**src/rtl/sdiv_pkg.sv**
```systemverilog
package sdiv_pkg;

   typedef enum logic [1:0] {
      ST_IDLE = 2'd0,
      ST_RUN  = 2'd1,
      ST_FIX  = 2'd2,
      ST_ZDIV = 2'd3
   } div_state_t;

   typedef struct packed {
      logic word;
      logic sgn;
      logic quo_neg;
      logic rem_neg;
      logic dvs_zero;
      logic dvs_neg;
   } div_ctl_t;

endpackage

```
**src/rtl/sdiv_prep.sv**
```systemverilog
module sdiv_prep #(
   parameter int HALF_W = 16
) (
   input  logic                  word_i,
   input  logic                  signed_i,
   input  logic [2*HALF_W-1:0]   dividend_i,
   input  logic [HALF_W-1:0]     divisor_i,
   output logic [HALF_W-1:0]     rem_init_o,
   output logic [HALF_W-1:0]     quo_init_o,
   output logic [HALF_W-1:0]     dvs_mag_o,
   output logic                  quo_neg_o,
   output logic                  rem_neg_o,
   output logic                  dvs_zero_o,
   output logic                  dvs_sign_o
);
   localparam int BYTE_W = HALF_W / 2;
   localparam int DVD_W  = 2 * HALF_W;

   if (HALF_W < 4 || (HALF_W % 2) != 0) begin : g_bad_width
      $error("sdiv_prep: HALF_W must be even and at least 4");
   end

   // byte-size lane: HALF_W-bit dividend, BYTE_W-bit divisor
   logic [HALF_W-1:0] b_dvd, b_dmag;
   logic [BYTE_W-1:0] b_dvs, b_vmag;
   logic              b_dsgn, b_vsgn;

   // word-size lane: DVD_W-bit dividend, HALF_W-bit divisor
   logic [DVD_W-1:0]  w_dvd, w_dmag;
   logic [HALF_W-1:0] w_dvs, w_vmag;
   logic              w_dsgn, w_vsgn;

   always_comb begin
      b_dvd  = dividend_i[HALF_W-1:0];
      b_dvs  = divisor_i[BYTE_W-1:0];
      b_dsgn = signed_i & b_dvd[HALF_W-1];
      b_vsgn = signed_i & b_dvs[BYTE_W-1];
      b_dmag = b_dsgn ? (~b_dvd + 1'b1) : b_dvd;
      b_vmag = b_vsgn ? (~b_dvs + 1'b1) : b_dvs;

      w_dvd  = dividend_i;
      w_dvs  = divisor_i;
      w_dsgn = signed_i & w_dvd[DVD_W-1];
      w_vsgn = signed_i & w_dvs[HALF_W-1];
      w_dmag = w_dsgn ? (~w_dvd + 1'b1) : w_dvd;
      w_vmag = w_vsgn ? (~w_dvs + 1'b1) : w_dvs;
   end

   always_comb begin
      if (word_i) begin
         rem_init_o = w_dmag[DVD_W-1:HALF_W];
         quo_init_o = w_dmag[HALF_W-1:0];
         dvs_mag_o  = w_vmag;
         quo_neg_o  = w_dsgn ^ w_vsgn;
         rem_neg_o  = w_dsgn;
         dvs_zero_o = (w_dvs == '0);
         dvs_sign_o = w_dvs[HALF_W-1];
      end else begin
         // the low dividend byte is left-aligned so its MSB leads the shift
         rem_init_o = {{BYTE_W{1'b0}}, b_dmag[HALF_W-1:BYTE_W]};
         quo_init_o = {b_dmag[BYTE_W-1:0], {BYTE_W{1'b0}}};
         dvs_mag_o  = {{BYTE_W{1'b0}}, b_vmag};
         quo_neg_o  = b_dsgn ^ b_vsgn;
         rem_neg_o  = b_dsgn;
         dvs_zero_o = (b_dvs == '0);
         dvs_sign_o = b_dvs[BYTE_W-1];
      end
   end

endmodule

```
**src/rtl/sdiv_step.sv**
```systemverilog
module sdiv_step #(
   parameter int HALF_W = 16
) (
   input  logic [HALF_W-1:0] rem_i,
   input  logic [HALF_W-1:0] quo_i,
   input  logic [HALF_W-1:0] dvs_i,
   output logic [HALF_W-1:0] rem_o,
   output logic [HALF_W-1:0] quo_o
);
   localparam int SH_W = HALF_W + 1;

   logic [SH_W-1:0] shifted;
   logic [SH_W:0]   trial;
   logic            fits;

   always_comb begin
      shifted = {rem_i, quo_i[HALF_W-1]};
      trial   = {1'b0, shifted} - {2'b00, dvs_i};
      fits    = ~trial[SH_W];
      rem_o   = fits ? trial[HALF_W-1:0] : shifted[HALF_W-1:0];
      quo_o   = {quo_i[HALF_W-2:0], fits};
   end

endmodule

```
**src/rtl/sdiv_fixup.sv**
```systemverilog
module sdiv_fixup #(
   parameter int HALF_W = 16
) (
   input  logic                word_i,
   input  logic                quo_neg_i,
   input  logic                rem_neg_i,
   input  logic [HALF_W-1:0]   rem_i,
   input  logic [HALF_W-1:0]   quo_i,
   input  logic [HALF_W-1:0]   upper_i,
   output logic [2*HALF_W-1:0] result_o
);
   localparam int BYTE_W = HALF_W / 2;

   logic [BYTE_W-1:0] b_q, b_r;
   logic [HALF_W-1:0] w_q, w_r;

   always_comb begin
      b_q = quo_neg_i ? (~quo_i[BYTE_W-1:0] + 1'b1) : quo_i[BYTE_W-1:0];
      b_r = rem_neg_i ? (~rem_i[BYTE_W-1:0] + 1'b1) : rem_i[BYTE_W-1:0];
      w_q = quo_neg_i ? (~quo_i + 1'b1) : quo_i;
      w_r = rem_neg_i ? (~rem_i + 1'b1) : rem_i;
      result_o = word_i ? {w_r, w_q} : {upper_i, b_r, b_q};
   end

endmodule

```
**src/rtl/sdiv_unit.sv**
```systemverilog
module sdiv_unit #(
   parameter int HALF_W = 16
) (
   input  logic                clk_i,
   input  logic                rst_ni,
   input  logic                start_i,
   input  logic                word_i,
   input  logic                signed_i,
   input  logic [2*HALF_W-1:0] dividend_i,
   input  logic [HALF_W-1:0]   divisor_i,
   output logic                busy_o,
   output logic                done_o,
   output logic [2*HALF_W-1:0] result_o,
   output logic                zero_o,
   output logic                neg_o
);
   import sdiv_pkg::*;

   localparam int BYTE_W = HALF_W / 2;
   localparam int DVD_W  = 2 * HALF_W;
   localparam int CNT_W  = $clog2(HALF_W + 1);
   localparam int LAT_W  = $clog2(HALF_W + 3);

   if (HALF_W < 4 || (HALF_W % 2) != 0) begin : g_bad_width
      $error("sdiv_unit: HALF_W must be even and at least 4");
   end

   div_state_t        st_q;
   div_ctl_t          ctl_q;
   logic [DVD_W-1:0]  dvd_q;
   logic [HALF_W-1:0] rem_q, quo_q, dvs_q;
   logic [CNT_W-1:0]  cnt_q;
   logic [LAT_W-1:0]  lat_q;

   logic [HALF_W-1:0] rem_init, quo_init, dvs_mag, step_rem, step_quo;
   logic              pre_qneg, pre_rneg, pre_zero, pre_sign;
   logic [DVD_W-1:0]  fix_res;
   logic              accept;

   assign accept = (st_q == ST_IDLE) && start_i;
   assign busy_o = (st_q != ST_IDLE);

   sdiv_prep #(.HALF_W(HALF_W)) u_prep (
      .word_i     (word_i),
      .signed_i   (signed_i),
      .dividend_i (dividend_i),
      .divisor_i  (divisor_i),
      .rem_init_o (rem_init),
      .quo_init_o (quo_init),
      .dvs_mag_o  (dvs_mag),
      .quo_neg_o  (pre_qneg),
      .rem_neg_o  (pre_rneg),
      .dvs_zero_o (pre_zero),
      .dvs_sign_o (pre_sign)
   );

   sdiv_step #(.HALF_W(HALF_W)) u_step (
      .rem_i (rem_q),
      .quo_i (quo_q),
      .dvs_i (dvs_q),
      .rem_o (step_rem),
      .quo_o (step_quo)
   );

   sdiv_fixup #(.HALF_W(HALF_W)) u_fix (
      .word_i    (ctl_q.word),
      .quo_neg_i (ctl_q.quo_neg),
      .rem_neg_i (ctl_q.rem_neg),
      .rem_i     (rem_q),
      .quo_i     (quo_q),
      .upper_i   (dvd_q[DVD_W-1:HALF_W]),
      .result_o  (fix_res)
   );

   // sequencer: accept, iterate, fix signs, report
   always_ff @(posedge clk_i or negedge rst_ni) begin
      if (!rst_ni) begin
         st_q     <= ST_IDLE;
         ctl_q    <= '0;
         dvd_q    <= '0;
         rem_q    <= '0;
         quo_q    <= '0;
         dvs_q    <= '0;
         cnt_q    <= '0;
         done_o   <= 1'b0;
         result_o <= '0;
         zero_o   <= 1'b0;
         neg_o    <= 1'b0;
      end else begin
         done_o <= 1'b0;
         unique case (st_q)
            ST_IDLE: begin
               if (start_i) begin
                  dvd_q          <= dividend_i;
                  rem_q          <= rem_init;
                  quo_q          <= quo_init;
                  dvs_q          <= dvs_mag;
                  ctl_q.word     <= word_i;
                  ctl_q.sgn      <= signed_i;
                  ctl_q.quo_neg  <= pre_qneg;
                  ctl_q.rem_neg  <= pre_rneg;
                  ctl_q.dvs_zero <= pre_zero;
                  ctl_q.dvs_neg  <= signed_i & pre_sign;
                  cnt_q          <= word_i ? CNT_W'(HALF_W) : CNT_W'(BYTE_W);
                  st_q           <= pre_zero ? ST_ZDIV : ST_RUN;
               end
            end
            ST_RUN: begin
               rem_q <= step_rem;
               quo_q <= step_quo;
               cnt_q <= cnt_q - 1'b1;
               if (cnt_q == CNT_W'(1)) st_q <= ST_FIX;
            end
            ST_FIX: begin
               result_o <= fix_res;
               zero_o   <= ctl_q.dvs_zero;
               neg_o    <= ctl_q.dvs_neg;
               done_o   <= 1'b1;
               st_q     <= ST_IDLE;
            end
            ST_ZDIV: begin
               result_o <= dvd_q;
               zero_o   <= ctl_q.dvs_zero;
               neg_o    <= ctl_q.dvs_neg;
               done_o   <= 1'b1;
               st_q     <= ST_IDLE;
            end
            default: st_q <= ST_IDLE;
         endcase
      end
   end

   // edges elapsed since the accepting edge, for the latency checks
   always_ff @(posedge clk_i or negedge rst_ni) begin
      if (!rst_ni)      lat_q <= '0;
      else if (accept)  lat_q <= '0;
      else if (busy_o)  lat_q <= lat_q + 1'b1;
   end

   AST_DONE_SINGLE: assert property (@(posedge clk_i) disable iff (!rst_ni)
      done_o |=> !done_o);
   AST_RESULT_HOLD: assert property (@(posedge clk_i) disable iff (!rst_ni)
      !done_o |-> ($stable(result_o) && $stable(zero_o) && $stable(neg_o)));
   AST_BUSY_FROZEN: assert property (@(posedge clk_i) disable iff (!rst_ni)
      busy_o |=> ($stable(dvd_q) && $stable(dvs_q) && $stable(ctl_q)));
   AST_DONE_IDLE: assert property (@(posedge clk_i) disable iff (!rst_ni)
      done_o |-> !busy_o);
   AST_RUN_COUNT: assert property (@(posedge clk_i) disable iff (!rst_ni)
      (st_q == ST_RUN) |-> (cnt_q != '0));
   AST_DIV_LATENCY: assert property (@(posedge clk_i) disable iff (!rst_ni)
      (done_o && !zero_o) |-> (lat_q == (ctl_q.word ? LAT_W'(HALF_W + 1) : LAT_W'(BYTE_W + 1))));
   AST_ZERO_PATH: assert property (@(posedge clk_i) disable iff (!rst_ni)
      (done_o && zero_o) |-> ((lat_q == LAT_W'(1)) && (result_o == dvd_q)));
   AST_NEG_UNSIGNED: assert property (@(posedge clk_i) disable iff (!rst_ni)
      (done_o && !ctl_q.sgn) |-> !neg_o);

endmodule

```
**config.mk**
```make
export PLATFORM = sky130hd
export DESIGN_NAME = sdiv_unit
export DESIGN_NICKNAME = d
export VERILOG_FILES = /design/src/rtl/sdiv_pkg.sv /design/src/rtl/sdiv_prep.sv /design/src/rtl/sdiv_step.sv /design/src/rtl/sdiv_fixup.sv /design/src/rtl/sdiv_unit.sv
export SDC_FILE = /design/constraint.sdc
export NUM_CORES = 1
export LEC_CHECK = 0
export CAP_MARGIN = 20
export CORE_ASPECT_RATIO = 1.1
export CORE_UTILIZATION = 45
export CTS_BUF_LIST = sky130_fd_sc_hd__clkbuf_8
export DETAILED_ROUTE_END_ITERATION = 16
export PLACE_DENSITY = 0.73
export SLEW_MARGIN = 15
export SYNTH_ARGS = -nofsm -noshare
export SYNTH_HDL_FRONTEND = slang
export SYNTH_SLANG_ARGS = --single-unit
```
**constraint.sdc**
```tcl
create_clock -name clk_i -period 2.4 [get_ports clk_i]
set_input_delay 0.48 -clock clk_i [delete_from_list [all_inputs] [get_ports clk_i]]
set_output_delay 0.48 -clock clk_i [all_outputs]
set_load 0.01 [all_outputs]
```
==> results of run 1 <==
## cells in the final DEF (no fill, tap or decap), types with 21 or more instances in the layout
| cell | count |
|---|---|
| clkbuf_8 | 21 |
| o21ai_0 | 63 |
| nor2_1 | 72 |
| inv_1 | 32 |
| a21oi_1 | 45 |
| xor2_1 | 55 |
| dfrtp_1 | 126 |
| buf_4 | 151 |
| nand2_1 | 168 |
| xnor2_1 | 35 |
| clkdlybuf4s50_1 | 84 |
## logic make-up after synthesis
group / synth area share
adders and majority gates: 0.0356
muxes: 0.0386
xor gates and xnor gates: 0.0960
buffers and inverters: 0.0463
AOI/OAI and AO/OA: 0.213
DFF: 0.383
and+or+nand+nor: 0.188
## registers in the layout, indices dropped and copies added (netlist names)
signal and count:
zero_o 1, result_o 32, ctl_q 5, dvd_q 32
st_q 2, done_o 1, cnt_q 5, neg_o 1
rem_q 16, quo_q 16, dvs_q 16
## critical path, cell delays in order, from the launching register on
cell       delay [ns]
dfrtp_1          0.42
ha_4             0.18
fa_2             0.37
nor2b_4          0.16
o2111ai_4        0.14
a31oi_4          0.21
a211oi_4         0.10
o21bai_1         0.21
or3b_4           0.40
o211ai_1         0.09
## through the flow
stage,utilization,setup TNS [ns],std cells
finish,0.627,0,1429
detailed placement,0.588,-9.61,1392
CTS,0.612,-0.0804,1425
floorplan,-,0,972
global placement,0.588,-8.76,1392
global route,0.627,-0.0991,1429
## power by group
part	switching, uW	internal, uW	total [uW]	leakage (uW)
sequential	782	3160	3940	0.00158
combinational	5070	4690	9760	0.00329
clock	839	792	1630	0.000182
total	6690	8640	15300	0.00505
## per-layer routing
| layer | wire (um) | up-vias | GRT usage |
|---|---|---|---|
| met3 | 1580 | 43 | 0.0414 |
| met5 | 0 | - | 0 |
| li1 | - | 3844 | - |
| met4 | 520 | 0 | 0.0894 |
| met1 | 11700 | 3855 | 0.375 |
| met2 | 11900 | 301 | 0.456 |
## area by class of cell
| class | instances | area, um^2 |
|---|---|---|
| Tap cell | 238 | 298 |
| Clock buffer | 21 | 289 |
| Multi-Input combinational cell | 750 | 5070 |
| Fill cell | 1540 | 6660 |
| Inverter | 35 | 131 |
| Timing Repair Buffer | 250 | 2200 |
| Sequential cell | 127 | 3180 |
| Clock inverter | 8 | 43.8 |
## worst paths after layout
kind                                    start   endpoint  slack, ns  cells past startpoint
worst max-delay path                 dvs_q[0]  rem_q[12]       0.04                      9
worst min-delay path                   rst_ni  dvs_q[14]       0.02                      1
worst max register to register       dvs_q[0]  rem_q[12]       0.04                      9
worst min register to register       ctl_q[0]   ctl_q[0]       0.48                      2
max in group asynchronous              rst_ni   ctl_q[5]       1.69                      2
min in group clk_i              dividend_i[1]   dvd_q[1]       0.36                      3
## repair_timing
action / 4_1_cts / 5_1_grt
setup endpoints to repair: 14 / 25
pin swaps: 9 / 26
setup buffers: 4 / 5
resized for setup: 18 / 54
==> reports/qor.txt, run 1 <==
FINAL LAYOUT
-------------------------------------------------------------------------------------------------
Finished Cell Area                                                                     11200 um^2
Diode insertion count for antenna repair                                                        0
Fraction of final layout cells sized beyond drive strength 1                                0.233
Number of nets in the final layout                                                           1257
Area grow syn2layout                                                                        35.0%

PLACED DESIGN
-------------------------------------------------------------------------------------------------
Setup slack at placement                                                                -0.496 ns
Global placement routability congestion                                                     0.963
Half-perimeter wire length of the detailed placement result                               19.3 mm
Placed Area                                                                            10500 um^2
Port buffer count                                                                              88

SYNTHESIS
-------------------------------------------------------------------------------------------------
Ranking of synthesized cells by instance count                                       nand2_1 (169), dfrtp_1 (127), nor2_1 (76), o21ai_0 (67), xor2_1 (55)
Synth Warn #                                                                                    0
Number of flops mapped to enable cells by yosys                                                 0
Post-synth net total                                                                         1048
Prevailing post-synth register cell                                                       dfrtp_1
Cell count after synthesis                                                                    972
Fraction of post-synthesis cell area in the top cell type by area                           0.383
Cell types occupying the most area after synthesis                                   dfrtp_1 (38%), nand2_1 (7.6%), xor2_1 (5.8%), o21ai_0 (4.0%), xnor2_1 (3.8%)
Number of distinct library cell variants in the gate-level netlist after synthesis             71
Post-synth top area cell                                                                  dfrtp_1
Mapped Avg Cell Area                                                                    8.54 um^2
Post-synthesis instance area                                                            8300 um^2
Part of the Yosys area used for sequential elements                                         0.383
Number of synthesized register bits                                                           127
Synth async-reset ratio                                                                      1.00
Most instantiated library cell after synthesis                                            nand2_1

DRT
-------------------------------------------------------------------------------------------------
DR DRC count                                                                                    0
Number of DRC markers in iteration 0                                                          680
Vias per cell                                                                                5.63
Total via count after detailed routing                                                       8043
Length of the first detailed-routing pass in iterations                                         5
Wire length reported by the detailed router                                               25.7 mm
Wire length per cell after detailed routing                                               18.0 um
Final ANT Viol Nets                                                                             0

FLOORPLANNING
-------------------------------------------------------------------------------------------------
Number of core rows                                                                            51
Initial core utilization                                                                    0.465
DIE WIDTH                                                                                  132 um
I/O pins                                                                                       89
Die span in y                                                                              144 um
CORE AREA                                                                              17900 um^2
Total Die Area                                                                         19000 um^2

CLOCKING
-------------------------------------------------------------------------------------------------
Number of hold-repair buffers added at the cts stage                                            0
Clock tree from TritonCTS                                                                     yes
CTS root buf                                                                             clkbuf_8
Total number of H-tree levels                                                                   4
CTS clk-pin slew, worst paths                                                             0.07 ns
Clock Sink Count                                                                              127
Maximum number of buffers from clock root to sink                                               2
Clock latency on the worst-skew pair                                                      0.45 ns
Total clock buffers created by CTS                                                             17

GRT
-------------------------------------------------------------------------------------------------
Wire length of the first global-routing pass                                              40.8 mm
Number of global-route vias before repair                                                    7659
GRT Resource Usage Total                                                                    0.277
Number of antenna violations at the first check in global routing                               0
Global route overflow                                                                           0
Pin count of the biggest net entering global routing                                           45

STA
-------------------------------------------------------------------------------------------------
Relative slew slack                                                                         0.546
Portion of the clock cycle consumed by the worst path in the final layout                   0.985
Post-Route Hold Slack                                                                   0.0240 ns
# setup viols final                                                                             0
RSZ-0062 raised after global routing                                                          yes
Worst-margin pin slew                                                                    0.679 ns
Post-route worst setup slack                                                            0.0351 ns
Number of max-slew violations in the final report                                               0
Time the worst path needs with I/O delays and setup                                       2.36 ns
Final Skew                                                                             0.00840 ns
Number of hold violations in the final report                                                   0
Highest clock rate                                                                        423 MHz

POWER AND IR DROP
-------------------------------------------------------------------------------------------------
Cell Pwr Density                                                                     1370 nW/um^2
Total design power                                                                       15300 uW
Max rail drop VDD                                                                          678 uV
Leakage power total                                                                    0.00505 uW

CRITICAL PATH
-------------------------------------------------------------------------------------------------
Element type at the critical path end                                                   flip-flop
CP Launch Type                                                                          flip-flop
Arrival time worst endpoint                                                               2.74 ns
Peak fanout along the critical path                                                             2
Crit Path Class                                                                      flip-flop to flip-flop
Worst Path Required                                                                       2.77 ns

JOB
-------------------------------------------------------------------------------------------------
Max-Cap Viols                                                                                   0

MIN PATH
-------------------------------------------------------------------------------------------------
Hold crit path type                                                                  input pin to asynchronous set/reset pin

STATUS
-------------------------------------------------------------------------------------------------
Run status                                                                           complete, no violations

Power figures use the tool's default switching activity.
==> run 2, diff against run 1 <==
--- a/config.mk
+++ b/config.mk
@@ -15,3 +15,4 @@
 export SYNTH_ARGS = -nofsm -noshare
 export SYNTH_HDL_FRONTEND = slang
 export SYNTH_SLANG_ARGS = --single-unit
+export TNS_END_PERCENT = 10
==> run 2 against run 1 <==
Highest routed layer unchanged. Global-route usage increased by 0.24 points. The flow now finishes with violations (setup timing). Largest power group unchanged. Die area stayed put. Sequential share of layout area is 0.22 points higher.
==> reports/qor.txt, run 2 (synthesis results as in run 1) <==
STATUS
----------------------------------------------------------------------------------------
Run status                                                                  finished with violations
Failing checks                                                              setup timing

PLACED DESIGN
----------------------------------------------------------------------------------------
Port buffer count                                                                     88   unchanged
Setup slack at placement                                                       -0.476 ns   +0.0198 ns
Placed Area                                                                   10500 um^2   +0.14%
Global placement routability congestion                                            0.957   -0.66%
Half-perimeter wire length of the detailed placement result                      19.2 mm   -0.53%

MIN PATH
----------------------------------------------------------------------------------------
Hold crit path type                                                         input pin to asynchronous set/reset pin

FLOORPLANNING
----------------------------------------------------------------------------------------
I/O pins                                                                              89   unchanged
Number of core rows                                                                   51   unchanged
Die span in y                                                                     144 um   unchanged
CORE AREA                                                                     17900 um^2   unchanged
Initial core utilization                                                           0.465   unchanged
DIE WIDTH                                                                         132 um   unchanged
Total Die Area                                                                19000 um^2   unchanged

FINAL LAYOUT
----------------------------------------------------------------------------------------
Number of nets in the final layout                                                  1261   +0.32%
Fraction of final layout cells sized beyond drive strength 1                       0.225   -0.00869
Most used cells in the layout excluding fill and tap cells                  nand2_1 (168), buf_4 (160), dfrtp_1 (126)
Final core occ                                                                     0.622   -0.00490
Leading registers by flop count                                             dvd_q (32), result_o (32)
Number of fill cells                                                                1562   +1.4%
Finished Cell Area                                                            11100 um^2   -0.78%
Area grow syn2layout                                                               34.0%
Most common cell after layout, fill and taps aside                               nand2_1
Diode insertion count for antenna repair                                               0   unchanged

CRITICAL PATH
----------------------------------------------------------------------------------------
Worst Path Required                                                              2.74 ns   -0.03 ns
Peak fanout along the critical path                                                    2   unchanged
CP Launch Type                                                                 flip-flop
Arrival time worst endpoint                                                      2.84 ns   +0.10 ns
Crit Path Class                                                             flip-flop to flip-flop
Element type at the critical path end                                          flip-flop

STA
----------------------------------------------------------------------------------------
Time the worst path needs with I/O delays and setup                              2.50 ns   +0.132 ns
Highest clock rate                                                               400 MHz   -5.3%
Number of max-slew violations in the final report                                      0   unchanged
Worst-margin pin slew                                                           0.717 ns   +0.0379 ns
Portion of the clock cycle consumed by the worst path in the final layout           1.04   +0.0551
Relative slew slack                                                                0.520   -0.0253
Final Skew                                                                     0.0133 ns   +0.00491 ns
RSZ-0062 raised after global routing                                                 yes
Post-route worst setup slack                                                  -0.0971 ns   -0.132 ns
# setup viols final                                                                    4   +4
Number of hold violations in the final report                                          0   unchanged
Setup TNS                                                                      -0.207 ns   -0.207 ns

DRT
----------------------------------------------------------------------------------------
Vias per cell                                                                       5.57   -0.95%
Wire length per cell after detailed routing                                      17.9 um   -0.40%
Total via count after detailed routing                                              8000   -0.53%
DR DRC count                                                                           0   unchanged
Wire length reported by the detailed router                                      25.7 mm   about the same
Length of the first detailed-routing pass in iterations                                6   +1
Final ANT Viol Nets                                                                    0   unchanged
Number of DRC markers in iteration 0                                                 852   +25%

GRT
----------------------------------------------------------------------------------------
Number of global-route vias before repair                                           7808   +1.9%
Number of antenna violations at the first check in global routing                      0   unchanged
GRT Resource Usage Total                                                           0.280   +0.00241
Pin count of the biggest net entering global routing                                 128   +180%
Global route overflow                                                                  0   unchanged
Wire length of the first global-routing pass                                     41.1 mm   +0.69%

POWER AND IR DROP
----------------------------------------------------------------------------------------
Leakage power total                                                           0.00502 uW   -0.62%
Max rail drop VDD                                                                 586 uV   -14%
Cell Pwr Density                                                            1370 nW/um^2   +0.27%

JOB
----------------------------------------------------------------------------------------
Max-Cap Viols                                                                          0   unchanged

CLOCKING
----------------------------------------------------------------------------------------
Clock latency on the worst-skew pair                                             0.46 ns   about the same
Total clock buffers created by CTS                                                    17   unchanged
Total number of H-tree levels                                                          4   unchanged
Number of hold-repair buffers added at the cts stage                                   0   unchanged
Maximum number of buffers from clock root to sink                                      2   unchanged
CTS root buf                                                                    clkbuf_8
Clock Sink Count                                                                     127   unchanged
Clock tree from TritonCTS                                                            yes
CTS clk-pin slew, worst paths                                                    0.08 ns   about the same

[run 2: final timing paths]
path	from	end	slack, ns	cells after the start
setup / recovery	dvs_q[0]	rem_q[10]	-0.1	10
hold / removal	rst_ni	dvs_q[13]	0.12	2
setup reg to reg	dvs_q[0]	rem_q[10]	-0.1	10
hold reg to reg	dvd_q[12]	dvd_q[12]	0.47	2
max in group asynchronous	rst_ni	st_q[0]	1.72	2
min in group clk_i	dvd_q[12]	dvd_q[12]	0.47	2
[run 2: layer usage]
layer | vias up | wire [um] | global-route usage
met5 | - | 0 | 0
met4 | 0 | 565 | 0.104
met3 | 39 | 1850 | 0.0463
met2 | 279 | 11800 | 0.444
met1 | 3819 | 11500 | 0.383
li1 | 3863 | - | -
[run 2: critical path, stage by stage, from the launching register on]
cell and delay, ns:
dfrtp_1 0.44, ha_4 0.19, fa_2 0.41, nor2b_4 0.14, o2111ai_2 0.17, a31oi_2 0.22
buf_4 0.16, a21o_1 0.13, a21oi_2 0.07, xnor2_2 0.15, a221o_1 0.31
[run 2: cell type report]
cell class,instances,area [um^2],share of cell area
inverters,35,131,0.0118
flip-flops and latches,127,3180,0.286
clock buffers,20,275,0.0247
clock inverters,11,116,0.0105
well taps,238,298,0.0268
repair buffers,254,2190,0.197
multi-input cells,750,4930,0.443
[run 2: stage by stage]
step | instances | power [uW] | hold WS (ns)
after detailed placement | 1399 | 12700 | 0.457
after CTS | 1434 | 14800 | 0.160
final | 1435 | 15300 | 0.116
after global routing | 1435 | 16400 | 0.171
after floorplan | 972 | 9110 | 0.184
after global placement | 1399 | 12500 | 0.454
[run 2: timing repair]
action	4_1_cts	5_1_grt
pin swaps	3	16
setup buffers	4	2
endpoints found under the setup margin	7	30
gates cloned	0	0
gates resized for setup	8	33
[run 2: power breakdown]
| part | switching, uW | internal, uW |
|---|---|---|
| sequential | 789 | 3160 |
| clock | 889 | 990 |
| combinational | 4900 | 4520 |
| total | 6580 | 8670 |
